==> src/rtl/adc_cap_pkg.sv <==
`timescale 1ns/1ps
package adc_cap_pkg;

  localparam int WORD_W     = 16;
  localparam int RES_W      = 12;
  localparam int LEAD_BITS  = 2;
  localparam int FULL_CLKS  = 16;
  localparam int SHORT_CLKS = 14;
  localparam int PD_CLKS    = 8;
  localparam int EDGE_W     = $clog2(2 * FULL_CLKS);

  typedef enum logic [1:0] {
    SEQ_IDLE   = 2'd0,
    SEQ_ACTIVE = 2'd1,
    SEQ_GAP    = 2'd2
  } seq_state_e;

  typedef enum logic [1:0] {
    FRM_FULL  = 2'd0,
    FRM_SHORT = 2'd1,
    FRM_PDOWN = 2'd2
  } frame_kind_e;

  // serial clocks in one frame of the given kind
  function automatic int frame_clocks(frame_kind_e kind);
    case (kind)
      FRM_SHORT: return SHORT_CLKS;
      FRM_PDOWN: return PD_CLKS;
      default:   return FULL_CLKS;
    endcase
  endfunction

  // index of the last half-period edge of a frame (a rising edge)
  function automatic logic [EDGE_W-1:0] last_edge_index(frame_kind_e kind);
    return EDGE_W'(2 * frame_clocks(kind) - 1);
  endfunction

  // bits that arrive after the result field
  function automatic int trail_bits(frame_kind_e kind);
    return frame_clocks(kind) - LEAD_BITS - RES_W;
  endfunction

  // pull the result field out of a right-aligned shift register
  function automatic logic [RES_W-1:0] extract_result(logic [WORD_W-1:0] sr,
                                                      frame_kind_e kind);
    logic [WORD_W-1:0] aligned;
    aligned = sr >> trail_bits(kind);
    return aligned[RES_W-1:0];
  endfunction

  // place a result in the low bits of a zeroed output word
  function automatic logic [WORD_W-1:0] zero_fill(logic [RES_W-1:0] res);
    return {{(WORD_W - RES_W){1'b0}}, res};
  endfunction

endpackage

==> src/rtl/adc_cap_pacer.sv <==
`timescale 1ns/1ps
module adc_cap_pacer #(
  parameter int PERIOD_W = 16
) (
  input  logic                clk,
  input  logic                rst_n,
  input  logic                run,
  input  logic [PERIOD_W-1:0] period,
  output logic                slot
);

  logic [PERIOD_W-1:0] cnt_q;
  logic [PERIOD_W:0]   cnt_inc;
  logic                wrap;

  assign cnt_inc = {1'b0, cnt_q} + (PERIOD_W+1)'(1);
  assign wrap    = cnt_inc >= {1'b0, period};
  assign slot    = run && (cnt_q == '0);

  always_ff @(posedge clk or negedge rst_n) begin
    if (!rst_n) begin
      cnt_q <= '0;
    end else if (!run) begin
      cnt_q <= '0;
    end else if (wrap) begin
      cnt_q <= '0;
    end else begin
      cnt_q <= cnt_inc[PERIOD_W-1:0];
    end
  end

endmodule

==> src/rtl/adc_cap_seq.sv <==
`timescale 1ns/1ps
module adc_cap_seq
  import adc_cap_pkg::*;
#(
  parameter int DIV_W = 8
) (
  input  logic             clk,
  input  logic             rst_n,
  input  logic             slot,
  input  logic             rd_en,
  input  logic             pd_pend,
  input  logic [DIV_W-1:0] cfg_div,
  input  logic             cfg_short,
  output logic             cs_n,
  output logic             sclk,
  output logic             busy,
  output logic             launch,
  output logic             launch_pd,
  output logic             fall_evt,
  output logic             frame_done,
  output frame_kind_e      kind
);

  seq_state_e        state_q;
  logic [DIV_W-1:0]  hc_q;
  logic [DIV_W-1:0]  div_q;
  logic [EDGE_W-1:0] ec_q;
  frame_kind_e       kind_q;
  frame_kind_e       kind_next;
  logic              cs_q;
  logic              sclk_q;
  logic              half_tick;
  logic              last_edge;

  assign launch    = slot && (state_q == SEQ_IDLE) && (pd_pend || rd_en);
  assign launch_pd = launch && pd_pend;
  assign kind_next = pd_pend ? FRM_PDOWN : (cfg_short ? FRM_SHORT : FRM_FULL);

  assign half_tick  = (state_q != SEQ_IDLE) && (hc_q == div_q);
  assign last_edge  = (ec_q == last_edge_index(kind_q));
  assign fall_evt   = (state_q == SEQ_ACTIVE) && half_tick && sclk_q;
  assign frame_done = (state_q == SEQ_ACTIVE) && half_tick && last_edge;

  assign cs_n = cs_q;
  assign sclk = sclk_q;
  assign busy = (state_q != SEQ_IDLE);
  assign kind = kind_q;

  always_ff @(posedge clk or negedge rst_n) begin
    if (!rst_n) begin
      state_q <= SEQ_IDLE;
      hc_q    <= '0;
      div_q   <= '0;
      ec_q    <= '0;
      kind_q  <= FRM_FULL;
      cs_q    <= 1'b1;
      sclk_q  <= 1'b1;
    end else begin
      case (state_q)
        SEQ_IDLE: begin
          if (launch) begin
            state_q <= SEQ_ACTIVE;
            cs_q    <= 1'b0;
            hc_q    <= '0;
            ec_q    <= '0;
            div_q   <= cfg_div;
            kind_q  <= kind_next;
          end
        end
        SEQ_ACTIVE: begin
          if (half_tick) begin
            hc_q   <= '0;
            sclk_q <= ~sclk_q;
            if (last_edge) begin
              state_q <= SEQ_GAP;
              cs_q    <= 1'b1;
              ec_q    <= '0;
            end else begin
              ec_q <= ec_q + EDGE_W'(1);
            end
          end else begin
            hc_q <= hc_q + DIV_W'(1);
          end
        end
        SEQ_GAP: begin
          if (half_tick) begin
            hc_q <= '0;
            ec_q <= ec_q + EDGE_W'(1);
            if (ec_q == EDGE_W'(1)) begin
              state_q <= SEQ_IDLE;
            end
          end else begin
            hc_q <= hc_q + DIV_W'(1);
          end
        end
        default: begin
          state_q <= SEQ_IDLE;
          cs_q    <= 1'b1;
          sclk_q  <= 1'b1;
        end
      endcase
    end
  end

endmodule

==> src/rtl/adc_cap_lane.sv <==
`timescale 1ns/1ps
module adc_cap_lane
  import adc_cap_pkg::*;
(
  input  logic              clk,
  input  logic              rst_n,
  input  logic              launch,
  input  logic              fall_evt,
  input  logic              frame_done,
  input  frame_kind_e       kind,
  input  logic              sdata,
  output logic [WORD_W-1:0] result
);

  logic [WORD_W-1:0] sr_q;
  logic [WORD_W-1:0] res_q;

  assign result = res_q;

  always_ff @(posedge clk or negedge rst_n) begin
    if (!rst_n) begin
      sr_q <= '0;
    end else if (launch) begin
      sr_q <= '0;
    end else if (fall_evt) begin
      sr_q <= {sr_q[WORD_W-2:0], sdata};
    end
  end

  always_ff @(posedge clk or negedge rst_n) begin
    if (!rst_n) begin
      res_q <= '0;
    end else if (frame_done && (kind != FRM_PDOWN)) begin
      res_q <= zero_fill(extract_result(sr_q, kind));
    end
  end

endmodule

==> src/rtl/adc_dual_capture.sv <==
`timescale 1ns/1ps
module adc_dual_capture
  import adc_cap_pkg::*;
#(
  parameter int DIV_W    = 8,
  parameter int PERIOD_W = 16
) (
  input  logic                clk,
  input  logic                rst_n,
  input  logic                sample_en,
  input  logic                pd_req,
  input  logic [DIV_W-1:0]    cfg_div,
  input  logic [PERIOD_W-1:0] cfg_period,
  input  logic                cfg_short,
  input  logic                adc_sdata_a,
  input  logic                adc_sdata_b,
  output logic                adc_cs_n,
  output logic                adc_sclk,
  output logic                busy,
  output logic                res_valid,
  output logic [15:0]         res_a,
  output logic [15:0]         res_b
);

  localparam int LANES = 2;

  logic              pd_pend;
  logic              pace_run;
  logic              slot;
  logic              launch;
  logic              launch_pd;
  logic              fall_evt;
  logic              frame_done;
  logic              frame_is_pd;
  logic              valid_q;
  frame_kind_e       kind;
  logic [LANES-1:0]  lane_din;
  logic [WORD_W-1:0] lane_res [LANES];

  assign pace_run    = sample_en || pd_pend;
  assign frame_is_pd = (kind == FRM_PDOWN);
  assign lane_din    = {adc_sdata_b, adc_sdata_a};

  always_ff @(posedge clk or negedge rst_n) begin
    if (!rst_n) begin
      pd_pend <= 1'b0;
    end else begin
      pd_pend <= (pd_pend && !launch_pd) || pd_req;
    end
  end

  adc_cap_pacer #(.PERIOD_W(PERIOD_W)) u_pacer (
    .clk    (clk),
    .rst_n  (rst_n),
    .run    (pace_run),
    .period (cfg_period),
    .slot   (slot)
  );

  adc_cap_seq #(.DIV_W(DIV_W)) u_seq (
    .clk        (clk),
    .rst_n      (rst_n),
    .slot       (slot),
    .rd_en      (sample_en),
    .pd_pend    (pd_pend),
    .cfg_div    (cfg_div),
    .cfg_short  (cfg_short),
    .cs_n       (adc_cs_n),
    .sclk       (adc_sclk),
    .busy       (busy),
    .launch     (launch),
    .launch_pd  (launch_pd),
    .fall_evt   (fall_evt),
    .frame_done (frame_done),
    .kind       (kind)
  );

  for (genvar g = 0; g < LANES; g++) begin : g_lane
    adc_cap_lane u_lane (
      .clk        (clk),
      .rst_n      (rst_n),
      .launch     (launch),
      .fall_evt   (fall_evt),
      .frame_done (frame_done),
      .kind       (kind),
      .sdata      (lane_din[g]),
      .result     (lane_res[g])
    );
  end

  always_ff @(posedge clk or negedge rst_n) begin
    if (!rst_n) begin
      valid_q <= 1'b0;
    end else begin
      valid_q <= frame_done && !frame_is_pd;
    end
  end

  assign res_valid = valid_q;
  assign res_a     = lane_res[0];
  assign res_b     = lane_res[1];

endmodule

==> config.mk <==
export PLATFORM = sky130hd
export DESIGN_NAME = adc_dual_capture
export DESIGN_NICKNAME = d
export VERILOG_FILES = /design/src/rtl/adc_cap_pkg.sv /design/src/rtl/adc_cap_pacer.sv /design/src/rtl/adc_cap_seq.sv /design/src/rtl/adc_cap_lane.sv /design/src/rtl/adc_dual_capture.sv
export SDC_FILE = /design/constraint.sdc
export NUM_CORES = 1
export LEC_CHECK = 0
export ABC_CLOCK_PERIOD_IN_PS = 5500
export CAP_MARGIN = 20
export CORE_MARGIN = 3
export CORE_UTILIZATION = 55
export DETAILED_ROUTE_END_ITERATION = 12
export PLACE_DENSITY = 0.87
export SLEW_MARGIN = 20
export SYNTH_ARGS = -nofsm -noshare
export SYNTH_HDL_FRONTEND = slang
export SYNTH_SLANG_ARGS = --single-unit
==> constraint.sdc <==
create_clock -name clk -period 5.5 [get_ports clk]
set_input_delay 1.1 -clock clk [delete_from_list [all_inputs] [get_ports clk]]
set_output_delay 1.1 -clock clk [all_outputs]
set_load 0.05 [all_outputs]
Word level (Yosys, flattened, before mapping)
Cells that the tools add are included.

Equal/unequal tests: 13. $add $sub $neg: 6. Shifts and indexed selects: 2. $mul: 0. Reduce and logical (&&, ||, !) cells: 29. Div/mod/pow operators: 0. Order comparisons: 1. Multiplexer cells: 30. Bitwise logic cells: 3.

Operators by type and width (number): two-way mux 16 bit (6); >> shifter 16 x 32 -> 12 bit (2); two-way mux 32 bit (1); subtractor 32 x 3 -> 32 bit, second input constant (1); subtractor 32 x 5 -> 32 bit, second input constant (1); two-way mux 5 bit (4); adder 16 x 1 -> 17 bit, second input constant (1); greater-or-equal comparator 17 x 16 -> 1 bit (1); logical NOT 16 bit (1); two-way mux 8 bit (2); one-hot mux 8 bit (2 select lines) (1); one-hot mux 5 bit (3 select lines) (1); two-way mux 2 bit (6); logical AND 1 bit (11); inequality test 2 x 1 -> 1 bit, second input constant (5); one-hot mux 5 bit (2 select lines) (1); adder 8 x 1 -> 8 bit, second input constant (1); equality test 8 bit (1); AND reduction 4 bit (2); one-hot mux 2 bit (3 select lines) (1); AND reduction 2 bit (3); nonzero test 2 bit (3); adder 5 x 1 -> 5 bit, second input constant (1); equality test 5 x 1 -> 1 bit, second input constant (1); other kinds (15) (26).

Memory bits (read-only): 0. Bits of input ports: 31. Bits in writable memories: 0. Output and inout bits: 36. Latch bits: 0. Flip-flop bits (word level): 101. Memories kept: 0.

Longest topological paths before layout
Depth after elaboration: 10. Depth in mapped cells: 13.

Hierarchy
A second synthesis with hierarchy kept.

Cells, all modules: 598. Area, all modules: 5870.6 um^2.

By module, submodules not included: adc_cap_seq (area each 1674.1 um^2, times used 1, cells each 182); adc_cap_lane at g_lane[1].u_lane (area each 1456.4 um^2, times used 1, cells each 134); adc_cap_lane at g_lane[0].u_lane (area each 1370.1 um^2, times used 1, cells each 130); adc_cap_pacer (area each 1291.2 um^2, times used 1, cells each 145); adc_dual_capture (area each 78.8 um^2, times used 1, cells each 7).

Worst setup path before layout
OpenSTA, ideal clock, no wires.

Kind: register to register. From: register u_pacer.cnt_q[4]. To: register u_pacer.cnt_q[10]. Data required time: 5.412 ns. Setup slack: 2.762 ns. Clock period less this slack: 2.738 ns. Stages on the path, launching flop included: 13. Arrival time: 2.650 ns. Path through: dfrtp_1 -> nand3_1 -> nor4_1 -> nand4_1 -> xnor2_1 -> ha_1 -> nand3_1 -> nor3_1 -> a211oi_1 -> o21ai_0 -> a211o_1 -> clkbuf_1 -> nor3b_1.

Cells in the longest elaborated chain, start to end: 4.

RTL lines: from (decl) (line adc_cap_pacer.sv:12) `logic [PERIOD_W-1:0] cnt_q;`; from (signal assigned) (line adc_cap_pacer.sv:28) `cnt_q <= cnt_inc[PERIOD_W-1:0];`; adder 16 x 1 -> 17 bit (*) (line adc_cap_pacer.sv:16) `assign cnt_inc = {1'b0, cnt_q} + (PERIOD_W+1)'(1);`; greater-or-equal comparator 17 x 16 -> 1 bit (line adc_cap_pacer.sv:17) `assign wrap = cnt_inc >= {1'b0, period};`; two-way mux 16 bit (*) (line adc_cap_pacer.sv:25) `end else if (wrap) begin`; two-way mux 16 bit (*) (line adc_cap_pacer.sv:23) `end else if (!run) begin`.

Mark *: on every way between the ends. The rest lies on a longest branch, timed or not. A chain may end at the register's enable or synchronous reset.

Final worst setup path
From: register u_pacer.cnt_q[0]. To: register u_pacer.cnt_q[12].

The elaborated chain is that of the path after synthesis.

==> results.ini <==
[grt]
antenna_found_initial=0
grt_usage_pct=21.6
grt_overflow=0
grt_max_degree=63
grt_pass1_vias=4284
grt_pass1_wl_mm=19.8

[timing]
final.setup.worst_slack_ns=2.02
setup_tns_ns=0
slew_headroom_pct=48.5
fin_hold_ws_ns=0.489
timing.final.crit_share_pct=63.2
worst_slew_pin_slew_ns=0.772
finalHoldViolations=0
min_period_ns=3.48
finalSetupViolCount=0
drv_slew=0
final.setup_skew_ns=0.0128
clock.fmax_mhz=288
rsz0062_at_grt=no

[clocking]
cts_buffers=9
clk-insertion-delay-late_ns=0.37
htree_levels=3
clk_pin_slew_ns=0.10
cts_resized=0
cts_root_buffer=clkbuf_8
clock_path_buffers=2
cts_tree=done
cts_sinks=97
post_cts.repair.setup_buffers=0
holdBufCountCts=0

[job]
maxCapViolCount=0

[setup_path]
critical_path_arrival_ns=3.75
path_delay_family=simple AND/OR/NAND/NOR gates
cp-end-kind=flop
cp.buffers_inverters=1
cp_data_required_time_ns=5.77
cpMaxStageDelayCell=nor4_1
critPathMaxStageDelay_ns=0.64
start_kind=flop
cp_cell_sequence=inv_1 > nor4_1 > nand4_1 > xnor2_1 > ha_1 > nand3_1 > nor3_1 > a211oi_1 > o21ai_0 > a211o_1 > nor3b_1
worstSetupPathType=flop to flop
crit_path_max_fanout=16

[placement]
numPortBuffers=58
post-place-ws_ns=2.02
gp_congestion=0.802
dp_hpwl_mm=7.97

[hold_path]
hold_path_class=flop to flop

[pwr]
powerDensity_nw_per_um2=370
pwr-share-comb_pct=29.5
p_sw_mw=0.879
p_leak_nw=2.78
p_sw_share_pct=37.7
peakVddDrop_uv=219
clockPowerShare_pct=21.4
seq_power_share_pct=49.0
p_total_mw=2.33
intPower_mw=1.45

[synth]
seq_area_frac_synth_pct=44.5
synth-edff-count=0
yosysWarnings=0
synth_area_um2=5460
synthDistinctLibCells=57
synth_top_area_share_pct=43.5
syn_area_per_cell_um2=9.61
syn_inst=568
yosys-top-cells-area=dfrtp_1 44%, ha_1 5.7%, nand2_1 5.5%, mux2_1 5.4%, mux2i_1 4.6%
yosysTopAreaCell=dfrtp_1
ys.flop_type=dfrtp_1
synthArstFlopShare_pct=100
ys_ff_latch=97

[drt]
route.final.wire_length_mm=11.3
ant_nets=0
drcViolationCount=0
drtPass1Iterations=5
vias=4229
drt_iter0_markers=204
post_drt_wl_per_cell_um=15.2
vias_per_cell=5.68

[floorplan]
core-area_um2=9460
die_h_um=106
io_pins=67
die_w_um=106
start_util_pct=57.7
die_area_um2=11200
rows=35

[final_layout]
layout_commonest_cell=dfrtp_1
layout_common_cells=94 x dfrtp_1, 80 x nand2_1, 57 x clkdlybuf4s50_1
fin_util_pct=66.7
insertedDiodeCount=0
syn_to_final_growth_pct=15.6
drive_gt1_share_pct=6.83
num-nets-final=666
fillers=723
multi_input_area_um2=2790
regArea_um2=2430

[status]
status=completed

-- worst reg2reg max path: stages (launching register included) --
cell      delay [ns]
dfrtp_1         0.48
inv_1           0.12
nor4_1          0.64
nand4_1         0.21
xnor2_1         0.29
ha_1            0.31
nand3_1         0.12
nor3_1          0.09
a211oi_1        0.23
o21ai_0         0.14
a211o_1         0.45
nor3b_1         0.30
-- kinds of logic (layout without fill, tap and decap cells) --
family                   after synthesis  after routing  synth area share, %
AND/OR/NAND/NOR                      193            193                 18.1
AO/OA/AOI/OAI                        111            111                 12.5
flip-flops                            97             97                 44.5
buffers and inverters                 65            105                 5.13
multiplexers                          52             52                 10.2
adder cells (fa/ha/maj)               25             25                 5.73
XOR/XNOR                              24             24                 3.85
other                                  1              8               0.0687
-- sequential cells by signal, summed over array words and instances, names as in the netlist --
| register | flops |
|---|---|
| g_lane.u_lane.result | 24 |
| g_lane.u_lane.sr_q | 28 |
| pd_pend | 1 |
| res_valid | 1 |
| u_pacer.cnt_q | 16 |
| u_seq.cs_n | 1 |
| u_seq.div_q | 8 |
| u_seq.ec_q | 5 |
| u_seq.hc_q | 8 |
| u_seq.kind | 2 |
| u_seq.sclk | 1 |
| u_seq.state_q | 2 |
-- area by class of cell --
class / instances / share of cell area [%]
clock inverter: 5 / 0.952
sequential: 97 / 38.6
timing repair buffer: 63 / 9.75
tap: 129 / 2.56
multi-input combinational: 413 / 44.2
inverter: 26 / 1.55
clock buffer: 11 / 2.40
-- Yosys cell counts, types with 3 or more instances --
library cell,number
o21ai_0,25
and3_1,3
a211oi_1,4
ha_1,25
nand2b_1,7
dfrtp_1,95
clkbuf_1,25
xor2_1,12
a21oi_1,18
or2_2,3
nor2_1,21
buf_4,8
nor3_1,5
a21o_1,6
nand3_1,31
mux2i_1,25
nand4_1,7
o21ai_1,34
mux2_1,26
xnor2_1,12
nor4_1,3
a31oi_1,6
buf_2,5
inv_1,26
nor3b_1,15
nand2_1,80
-- per-layer routing --
metal | global-route usage [%] | part of all wire (%) | vias to the layer above
li1 | - | - | 2054
met1 | 28.4 | 43 | 2034
met2 | 36.2 | 51 | 117
met3 | 2.94 | 3.9 | 24
met4 | 8.33 | 2.1 | 0
met5 | 0 | 0 | -
-- metrics by stage --
step | instances | area, um^2
final | 744 | 6310
after global routing | 744 | 6310
after CTS | 744 | 6300
after detailed placement | 728 | 6090
after global placement | 728 | 6090
after floorplan | 575 | 5490
-- final timing paths --
path                                                   startpoint                                      to  slack (ns)  depth (start not counted)
min                        g_lane[0].u_lane.result[5]$_DFFE_PN0P_  g_lane[0].u_lane.result[5]$_DFFE_PN0P_        0.49                          1
max                                    u_pacer.cnt_q[0]$_DFF_PN0_             u_pacer.cnt_q[12]$_DFF_PN0_        2.02                         11
min reg2reg                g_lane[0].u_lane.result[5]$_DFFE_PN0P_  g_lane[0].u_lane.result[5]$_DFFE_PN0P_        0.49                          1
max reg2reg                            u_pacer.cnt_q[0]$_DFF_PN0_             u_pacer.cnt_q[12]$_DFF_PN0_        2.02                         11
max in group asynchronous                                   rst_n               u_seq.kind[0]$_DFFE_PN0P_        3.71                          2
min in group asynchronous                                   rst_n  g_lane[0].u_lane.result[9]$_DFFE_PN0P_        0.80                          1
-- power groups by stage --
stage               combinational (mW)  sequential [mW]  clock, mW
floorplan                        0.569             1.06          0
global placement                 0.642             1.13          0
detailed placement               0.688             1.15          0
CTS                              0.697             1.14      0.501
global route                     0.779             1.18      0.531
finish                           0.689             1.14      0.501
(Power assumes the default switching activity.)
